`src/rtl/ssp_pkg.sv`:
```
package ssp_pkg;

  // Which way the shift clock moved in this cycle
  typedef struct packed {
    logic valid;  // a transition happened this cycle
    logic lead;   // 1: the transition goes away from the idle level
  } ssp_edge_t;

  typedef enum logic {
    SSP_SLAVE  = 1'b0,
    SSP_MASTER = 1'b1
  } ssp_mode_t;

endpackage

```
`src/rtl/ssp_baud_gen.sv`:
```
module ssp_baud_gen #(
  parameter int DIV_W = 16
) (
  input  logic             clk,
  input  logic             rst,
  input  logic             run,
  input  logic [DIV_W-1:0] reload,
  output logic             tick
);

  logic [DIV_W-1:0] cnt_q;

  // Down-counter: gives one tick every reload+1 cycles while running
  always_ff @(posedge clk) begin
    if (rst) begin
      cnt_q <= '0;
    end else if (!run || cnt_q == '0) begin
      cnt_q <= reload;
    end else begin
      cnt_q <= cnt_q - DIV_W'(1);
    end
  end

  assign tick = run && (cnt_q == '0);

endmodule

```
`src/rtl/ssp_sck_sync.sv`:
```
module ssp_sck_sync
  import ssp_pkg::*;
(
  input  logic      clk,
  input  logic      rst,
  input  logic      sck_in,
  input  logic      idle_lvl,
  output ssp_edge_t edg
);

  logic meta_q, sync_q, last_q;

  // Two flops bring the pin into the clock domain; a third keeps the last value
  always_ff @(posedge clk) begin
    if (rst) begin
      meta_q <= 1'b0;
      sync_q <= 1'b0;
      last_q <= 1'b0;
    end else begin
      meta_q <= sck_in;
      sync_q <= meta_q;
      last_q <= sync_q;
    end
  end

  always_comb begin
    edg.valid = sync_q ^ last_q;
    edg.lead  = (last_q == idle_lvl);
  end

endmodule

```
`src/rtl/ssp_shift_engine.sv`:
```
module ssp_shift_engine
  import ssp_pkg::*;
#(
  parameter int DATA_W = 16,
  parameter int CNT_W  = $clog2(DATA_W + 1)
) (
  input  logic              clk,
  input  logic              rst,
  input  logic              start,
  input  logic              active,
  input  ssp_edge_t         edg,
  input  logic              msb_first,
  input  logic              cpha,
  input  logic [CNT_W-1:0]  len,
  input  logic [DATA_W-1:0] tx_word,
  input  logic              sd_in,
  output logic              sd_out,
  output logic              finish,
  output logic              done,
  output logic [DATA_W-1:0] rx_word
);

  localparam int IDX_W = (DATA_W > 1) ? $clog2(DATA_W) : 1;

  logic [CNT_W-1:0]  cnt_q;
  logic [DATA_W-1:0] txr_q, rxr_q, rx_nxt, len_mask;
  logic              ev_ok, sample_ev, shift_ev;
  logic [IDX_W-1:0]  pos_cur;

  // Turns a serial bit number into its right-aligned buffer position
  function automatic logic [IDX_W-1:0] map_pos(input logic msb, input logic [CNT_W-1:0] n,
                                               input logic [CNT_W-1:0] idx);
    logic [CNT_W-1:0] p;
    p = msb ? (n - idx - CNT_W'(1)) : idx;
    return p[IDX_W-1:0];
  endfunction

  // Mask of the bits inside the frame
  for (genvar g = 0; g < DATA_W; g++) begin : g_mask
    assign len_mask[g] = (CNT_W'(g) < len);
  end

  always_comb begin
    ev_ok     = active && edg.valid;
    sample_ev = ev_ok && (edg.lead ^ cpha);
    shift_ev  = ev_ok && !(edg.lead ^ cpha);
    pos_cur   = map_pos(msb_first, len, cnt_q);
    rx_nxt    = rxr_q;
    if (sample_ev) begin
      rx_nxt[pos_cur] = sd_in;
    end
    // The frame ends on the trailing edge that follows the last sample
    finish = ev_ok && !edg.lead &&
             (cpha ? ((cnt_q + CNT_W'(1)) == len) : (cnt_q == len));
  end

  always_ff @(posedge clk) begin
    if (rst) begin
      cnt_q   <= '0;
      txr_q   <= '0;
      rxr_q   <= '0;
      sd_out  <= 1'b0;
      done    <= 1'b0;
      rx_word <= '0;
    end else begin
      done <= finish;
      if (finish) begin
        rx_word <= rx_nxt & len_mask;
      end
      if (start) begin
        cnt_q <= '0;
        txr_q <= tx_word;
        rxr_q <= '0;
        if (!cpha) begin
          sd_out <= tx_word[map_pos(msb_first, len, '0)];
        end
      end else begin
        rxr_q <= rx_nxt;
        if (sample_ev) begin
          cnt_q <= cnt_q + CNT_W'(1);
        end
        if (shift_ev && (cnt_q < len)) begin
          sd_out <= txr_q[pos_cur];
        end
      end
    end
  end

endmodule

```
`src/rtl/sync_serial_port.sv`:
```
module sync_serial_port
  import ssp_pkg::*;
#(
  parameter int DATA_W = 16,
  parameter int DIV_W  = 16
) (
  input  logic                         clk,
  input  logic                         rst,
  input  logic                         cfg_master,
  input  logic                         cfg_msb_first,
  input  logic                         cfg_cpol,
  input  logic                         cfg_cpha,
  input  logic [$clog2(DATA_W+1)-1:0]  cfg_bits,
  input  logic [DIV_W-1:0]             cfg_reload,
  input  logic                         tx_wr,
  input  logic [DATA_W-1:0]            tx_data,
  output logic [DATA_W-1:0]            rx_data,
  output logic                         busy,
  output logic                         done,
  output logic                         sck_out,
  input  logic                         sck_in,
  output logic                         sd_out,
  input  logic                         sd_in
);

  localparam int CNT_W   = $clog2(DATA_W + 1);
  localparam int MIN_LEN = 2;

  logic             busy_q, msb_l, cpol_l, cpha_l, sck_q;
  ssp_mode_t        mode_l;
  logic [CNT_W-1:0] len_l, len_live, len_cur;
  logic [DIV_W-1:0] reload_l, reload_cur;
  logic             msb_cur, cpha_cur, start, tick, finish, run_div;
  ssp_edge_t        m_edge, s_edge, edg;

  // Clamp the requested length to the supported range
  always_comb begin
    if (cfg_bits < CNT_W'(MIN_LEN)) begin
      len_live = CNT_W'(MIN_LEN);
    end else if (cfg_bits > CNT_W'(DATA_W)) begin
      len_live = CNT_W'(DATA_W);
    end else begin
      len_live = cfg_bits;
    end
  end

  // Live settings apply in the start cycle; captured ones while busy
  always_comb begin
    start      = tx_wr && !busy_q;
    len_cur    = busy_q ? len_l    : len_live;
    msb_cur    = busy_q ? msb_l    : cfg_msb_first;
    cpha_cur   = busy_q ? cpha_l   : cfg_cpha;
    reload_cur = busy_q ? reload_l : cfg_reload;
    run_div    = busy_q && (mode_l == SSP_MASTER);
  end

  always_ff @(posedge clk) begin
    if (rst) begin
      busy_q   <= 1'b0;
      mode_l   <= SSP_SLAVE;
      msb_l    <= 1'b0;
      cpol_l   <= 1'b0;
      cpha_l   <= 1'b0;
      len_l    <= CNT_W'(MIN_LEN);
      reload_l <= '0;
    end else if (start) begin
      busy_q   <= 1'b1;
      mode_l   <= ssp_mode_t'(cfg_master);
      msb_l    <= cfg_msb_first;
      cpol_l   <= cfg_cpol;
      cpha_l   <= cfg_cpha;
      len_l    <= len_live;
      reload_l <= cfg_reload;
    end else if (finish) begin
      busy_q <= 1'b0;
    end
  end

  // Master shift clock: rests at the idle level, toggles on every divider tick
  always_ff @(posedge clk) begin
    if (rst) begin
      sck_q <= 1'b0;
    end else if (!busy_q) begin
      sck_q <= cfg_cpol;
    end else if (tick) begin
      sck_q <= ~sck_q;
    end
  end

  ssp_baud_gen #(.DIV_W(DIV_W)) baud_i (
    .clk    (clk),
    .rst    (rst),
    .run    (run_div),
    .reload (reload_cur),
    .tick   (tick)
  );

  ssp_sck_sync sync_i (
    .clk      (clk),
    .rst      (rst),
    .sck_in   (sck_in),
    .idle_lvl (cpol_l),
    .edg      (s_edge)
  );

  always_comb begin
    m_edge.valid = tick;
    m_edge.lead  = (sck_q == cpol_l);
    edg          = (mode_l == SSP_MASTER) ? m_edge : s_edge;
  end

  ssp_shift_engine #(.DATA_W(DATA_W), .CNT_W(CNT_W)) eng_i (
    .clk       (clk),
    .rst       (rst),
    .start     (start),
    .active    (busy_q),
    .edg       (edg),
    .msb_first (msb_cur),
    .cpha      (cpha_cur),
    .len       (len_cur),
    .tx_word   (tx_data),
    .sd_in     (sd_in),
    .sd_out    (sd_out),
    .finish    (finish),
    .done      (done),
    .rx_word   (rx_data)
  );

  assign busy    = busy_q;
  assign sck_out = sck_q;

endmodule

```
`config.mk`:
```
export PLATFORM = sky130hd
export DESIGN_NAME = sync_serial_port
export DESIGN_NICKNAME = d
export VERILOG_FILES = /design/src/rtl/ssp_pkg.sv /design/src/rtl/ssp_baud_gen.sv /design/src/rtl/ssp_sck_sync.sv /design/src/rtl/ssp_shift_engine.sv /design/src/rtl/sync_serial_port.sv
export SDC_FILE = /design/constraint.sdc
export NUM_CORES = 1
export LEC_CHECK = 0
export ABC_AREA = 1
export BUFFER_PORTS_ARGS = -buffer_cell sky130_fd_sc_hd__buf_4
export CAP_MARGIN = 10
export CORE_MARGIN = 1.5
export CORE_UTILIZATION = 35
export CTS_CLUSTER_SIZE = 10
export DETAILED_ROUTE_END_ITERATION = 16
export PLACE_DENSITY = 0.53
export SLEW_MARGIN = 20
export SYNTH_ARGS = -nofsm -noshare
export SYNTH_HDL_FRONTEND = slang
export SYNTH_HIERARCHICAL = 1
export SYNTH_SLANG_ARGS = --single-unit
```
`constraint.sdc`:
```
create_clock -name clk -period 4.35 [get_ports clk]
set_input_delay 0.87 -clock clk [delete_from_list [all_inputs] [get_ports clk]]
set_output_delay 0.87 -clock clk [all_outputs]
set_load 0.1 [all_outputs]
```
# Yosys cells after proc, flatten, opt, wreduce, memory -nomap -nowiden
# Index checks and enable logic that the tools add are counted.
dict set report word_totals {
  regBits 101
  out_inout_bits 20
  n_memories 0
  romBits 0
  mem_bits_rw 0
  in_bits 46
  word_cells 101
  latchBits 0
}
dict set report op_classes {
  eq_ne 6
  bitwise 4
  n_reduce_logical 20
  shift 0
  n_div 0
  addsub 5
  magnitude_cmp 22
  multipliers 0
  n_mux 26
}
# operator count
set op_table {}
lappend op_table {{16-bit two-way mux} 3}
lappend op_table {{4-bit by 5-bit less-than comparator with 1-bit output (first input constant)} 8}
lappend op_table {{3-bit by 5-bit less-than comparator with 1-bit output (first input constant)} 4}
lappend op_table {{16-bit AND} 1}
lappend op_table {{16-bit bitwise mux} 1}
lappend op_table {{16-bit logical NOT} 1}
lappend op_table {{16-bit by 1-bit subtractor with 16-bit output (second input constant)} 1}
lappend op_table {{5-bit two-way mux} 3}
lappend op_table {{1-bit two-way mux} 13}
lappend op_table {{5-bit == test} 2}
lappend op_table {{1-bit logical AND} 10}
lappend op_table {{1-bit by 5-bit less-than comparator with 1-bit output (first input constant)} 2}
lappend op_table {{2-bit by 5-bit less-than comparator with 1-bit output (first input constant)} 2}
lappend op_table {{4-bit by 5-bit less-than comparator with 1-bit output (second input constant)} 2}
lappend op_table {{1-bit binary-select mux with 4-bit select} 2}
lappend op_table {{4-bit two-way mux} 2}
lappend op_table {{4-bit by 1-bit subtractor with 4-bit output (second input constant)} 2}
lappend op_table {{5-bit by 1-bit adder with 5-bit output (second input constant)} 1}
lappend op_table {{5-bit > comparator (second input constant)} 1}
lappend op_table {{5-bit by 2-bit less-than comparator with 1-bit output (second input constant)} 1}
lappend op_table {{5-bit less-than comparator} 1}
lappend op_table {{1-bit demux with 4-bit select} 1}
lappend op_table {{4-bit by 1-bit >= comparator with 1-bit output (second input constant)} 1}
lappend op_table {{1-bit logical NOT} 4}
lappend op_table {{11 further kinds} 14}

# Longest topological paths before layout
dict set report logic_depth {
  depth_word 14
  depth_mapped 18
  depth_no_buf 18
}

# Cells and area by module
# The synthesis kept the hierarchy.
# mod instances seq_area_each_um2 area_each_um2 cells_per_inst
set by_module_without_submodules {}
lappend by_module_without_submodules {ssp_shift_engine 1 1101.1 3387.0 530}
lappend by_module_without_submodules {sync_serial_port 1 540.5 1330.0 211}
lappend by_module_without_submodules {ssp_baud_gen 1 320.3 1043.5 171}
lappend by_module_without_submodules {ssp_sck_sync 1 60.1 112.6 17}

# Worst setup path before layout
# Ideal clock, no wire load.
dict set report synth_timing {
  kind {flip-flop to flip-flop}
  start {reg busy_q, in the netlist busy}
  end {reg eng_i.rx_word[12]}
  path_stages_with_launch 17
  path_slack_ns 0.773
  arrival_ns 3.449
  setup_ns 0.128
  path_buffers 2
  required_ns 4.222
  synth_period_minus_slack_ns 3.577
  path_cell_list {dfxtp_1 -> buf_4 -> nand2_1 -> o21ai_0 -> ha_1 -> inv_1 -> fa_1 -> nand2_1 -> o21ai_2 -> buf_2 -> nand2_2 -> nor2_4 -> nand4_1 -> nand3_1 -> nor2_1 -> nor2_1 -> nor2_1}
}
dict set report synth_between {
  elab_chain_len 11
  word_cells_on_any_way 26
  classes_between {2 x add/sub; 3 x order compare; 2 x eq/ne; 10 x mux; 2 x bitwise; 7 x reduce/logical}
}
# item line_no
set synth_rtl {}
lappend synth_rtl {{start, declared} sync_serial_port.sv:29} ;# logic busy_q, msb_l, cpol_l, cpha_l, sck_q;
lappend synth_rtl {{start signal, assigned} sync_serial_port.sv:59} ;# busy_q <= 1'b0;
lappend synth_rtl {{start signal, assigned} sync_serial_port.sv:67} ;# busy_q <= 1'b1;
lappend synth_rtl {{start signal, assigned} sync_serial_port.sv:75} ;# busy_q <= 1'b0;
lappend synth_rtl {{5-bit two-way mux (*)} sync_serial_port.sv:50} ;# len_cur = busy_q ? len_l : len_live;
lappend synth_rtl {{via len_cur[0]} sync_serial_port.sv:31} ;# logic [CNT_W-1:0] len_l, len_live, len_cur;
lappend synth_rtl {{4-bit subtractor} ssp_shift_engine.sv:34} ;# p = msb ? (n - idx - CNT_W'(1)) : idx;
lappend synth_rtl {{4-bit by 1-bit subtractor with 4-bit output} ssp_shift_engine.sv:34}
lappend synth_rtl {{4-bit two-way mux} ssp_shift_engine.sv:34}
lappend synth_rtl {{4-bit by 5-bit less-than comparator with 1-bit output (not written as such) / 4-bit by 1-bit >= comparator with 1-bit output (equally long branches)} ssp_shift_engine.sv:50} ;# rx_nxt[pos_cur] = sd_in;
lappend synth_rtl {{1-bit logical AND (not written as such)} ssp_shift_engine.sv:50}
lappend synth_rtl {{1-bit two-way mux (not written as such)} ssp_shift_engine.sv:50}
lappend synth_rtl {{1-bit demux with 4-bit select} --}
lappend synth_rtl {{16-bit bitwise mux} ssp_shift_engine.sv:50}
lappend synth_rtl {{16-bit two-way mux} ssp_shift_engine.sv:49} ;# if (sample_ev) begin
lappend synth_rtl {{16-bit AND} ssp_shift_engine.sv:68} ;# rx_word <= rx_nxt & len_mask;
lappend synth_rtl {{end signal, assigned} ssp_shift_engine.sv:68}
lappend synth_rtl {{end, declared} ssp_shift_engine.sv:20} ;# output logic [DATA_W-1:0] rx_word
# The timed path passes the listed nets; every way through them passes the cells marked *.
# A chain may end at the register's enable or synchronous reset.

==> impl_results.md <==
- FF+latch count, synth: 101
- Crit path max fanout: 19
- First-pass GRT wire length: 26.5 mm
- Grt total ovfl: 0
- Class of the worst hold path: reg -> reg
- RD Place Congestion: 0.907
- Final setup fails: 0
- CP endpoint kind: register
- Die H: 133 µm
- VDD IR-drop max: 190 µV
- Max Slew Vio Count: 0
- Final HPWL DP: 11.6 mm
- Core area: 16500 µm²
- Root buffer cell: clkbuf_16
- Vias in the first global route: 5252
- Final ANT Viol Nets: 0
- Worst-path clk slew: 70 ps
- Mapped Cells: 929
- Hold-fix buffers, CTS: 0
- Crit path DAT: 3710 ps
- Outcome: finished clean
- Leak: 3.11 nW
- Number of port buffers: 65
- Share of cells above drive strength 1: 13.8%
- EDFF count, synth: 0
- DR vias: 5689
- Rel. slew slack: 40.4%
- Clock skew: 10.9 ps
- TritonCTS clock tree: built
- F_max: 292 MHz
- Multi-input logic area: 3220 µm²
- Top_reg_cell synth: dfxtp_1
- Area contributors post-synth: dfxtp_1 34%, nand2_1 15%, nor2_1 11%, nand3_1 7.0%, inv_1 6.6%
- Area delta synth->final: 15.4%
- Worst EP required: 4640 ps
- Synth warn: 6
- Largest net degree at the start of global routing: 52
- Post-synth net total: 986
- DRT Pass-1 Iters: 5
- Period utilization: 78.7%
- Netlist cell types: 39
- Final nets: 1037
- Initial antenna violation count: 0
- Final hold vios: 0
- Fin util: 41.2%
- Final min period: 3420 ps
- Mapped Area: 5870 µm²
- Syn_area_per_cell: 6.32 µm²
- Setup_tns: 0 ps
- Num CTS Buffers: 9
- Final wirelength: 15.9 mm
- Number of diodes: 0
- Reg area: 2020 µm²
- CTS Sinks: 101
- CTS resizes: 0
- Worst setup SP type: register
- Row count: 47
- Unrepaired setup endpoints after global routing: false
- Total GRT Usage: 18.7%
- Worst Tran Pin Value: 892 ps
- H-tree levels: 3
- Die Width: 133 µm
- Bufs on Longest Clock Path: 2
- Synth async-reset ratio: 0%
- Initial drt markers: 304
- PD cells: 348 nW/µm²
- WS Path Type: reg -> reg
- DRC viols: 0
- Post-synth top area share: 34.4%
- Filler cells: 1867
- Area leader, netlist: dfxtp_1
- Post-CTS Setup Bufs: 0
- DR WL/cell: 13.2 µm
- # IOs: 66
- Clock latency on the worst-skew pair: 360 ps
- Die Area: 17600 µm²
- DR vias/cell: 4.72
- Max Cap Viol: 0
- Initial Util: 35.7%
- Post-synthesis sequential area ratio: 34.4%
## cell type report
cell class,count,area share [%]
Multi-Input combinational cell,684,47.5
Sequential cell,101,29.8
Timing Repair Buffer,74,8.19
Inverter,110,6.13
Tap cell,220,4.06
Clock buffer,11,3.43
Clock inverter,5,0.904
## path summary, 6_finish.rpt
| kind | start | to | slack [ps] | cells after the start |
|---|---|---|---|---|
| worst max-delay path | busy | eng_i/rx_word[11] | 930 | 17 |
| worst min-delay path | sync_i/meta_q | sync_i/sync_q | 420 | 2 |
| worst max register to register | busy | eng_i/rx_word[11] | 930 | 17 |
| worst min register to register | sync_i/meta_q | sync_i/sync_q | 420 | 2 |
## cells in the mapped netlist, types with 10 or more instances
| cell | number |
|---|---|
| nand3_1 | 82 |
| ha_1 | 10 |
| clkbuf_1 | 11 |
| nand2_1 | 235 |
| o21ai_0 | 42 |
| nor2_2 | 12 |
| a21oi_1 | 34 |
| nor2_1 | 176 |
| nand2_2 | 12 |
| o21ai_1 | 22 |
| nand4_1 | 15 |
| dfxtp_1 | 101 |
| inv_1 | 103 |
## layer usage
layer / part of all wire (%) / up-vias / global-route usage (%)
met5: 0 / - / 0
met4: 1.0 / 0 / 5.13
met3: 3.7 / 11 / 2.99
met2: 45 / 96 / 30.0
met1: 50 / 2559 / 25.9
li1: - / 3023 / -
## registers in the layout, indices dropped and copies added, names as in the netlist, 5 cells and up
signal and cells:
eng_i/cnt_q 5, baud_i/cnt_q 16, eng_i/rxr_q 16, len_l 5, eng_i/rx_word 16, reload_l 16, eng_i/txr_q 16
## cells in the final DEF (no fill, tap or decap), drive strengths merged, types with 2 or more instances in the layout
| cell type | instances |
|---|---|
| ha | 10 |
| dfxtp | 101 |
| o21ai | 67 |
| nor4 | 2 |
| buf | 74 |
| nor2 | 194 |
| xnor2 | 2 |
| nand4 | 15 |
| nand3 | 82 |
| nand2 | 248 |
| o21a | 2 |
| nor3 | 6 |
| inv | 110 |
| a21oi | 37 |
| xor2 | 7 |
| o211ai | 5 |
| clkinvlp | 3 |
| clkbuf | 11 |
## logic make-up after synthesis
group	share of synthesized area, %
AND/OR/NAND/NOR	40.0
buffers and inverters	10.8
AO/OA/AOI/OAI	11.0
flip-flops	34.4
adder cells (fa/ha/maj)	2.47
XOR/XNOR	1.34
## critical path, stage by stage, from the launching register on
cell	delay [ps]
dfxtp_1	910
buf_4	360
nand2_1	80
inv_1	80
inv_1	70
nor4_1	290
inv_1	120
o21ai_0	160
nand2_1	120
inv_1	80
nand2_2	210
nor3_4	350
nand3_1	130
nand2_1	80
nand2_1	70
nor2_1	120
nor2_1	50
nor2_1	70
## report_power, final
group | internal [mW] | switching (mW) | total, mW
clock | 0.448 | 0.375 | 0.823
sequential | 0.974 | 0.0360 | 1.01
combinational | 0.172 | 0.356 | 0.528
## stage by stage
step | area [µm²] | cells | hold slack, ps | worst slack, ps | power (mW)
floorplan | 5870 | 929 | 388 | 773 | 1.41
global placement | 6480 | 1189 | 414 | 758 | 1.56
detailed placement | 6480 | 1189 | 411 | 705 | 1.56
CTS | 6780 | 1205 | 426 | 877 | 2.39
global route | 6780 | 1205 | 462 | 504 | 2.49
finish | 6780 | 1205 | 421 | 928 | 2.36
Note: power is estimated with default switching activity, not from simulation.
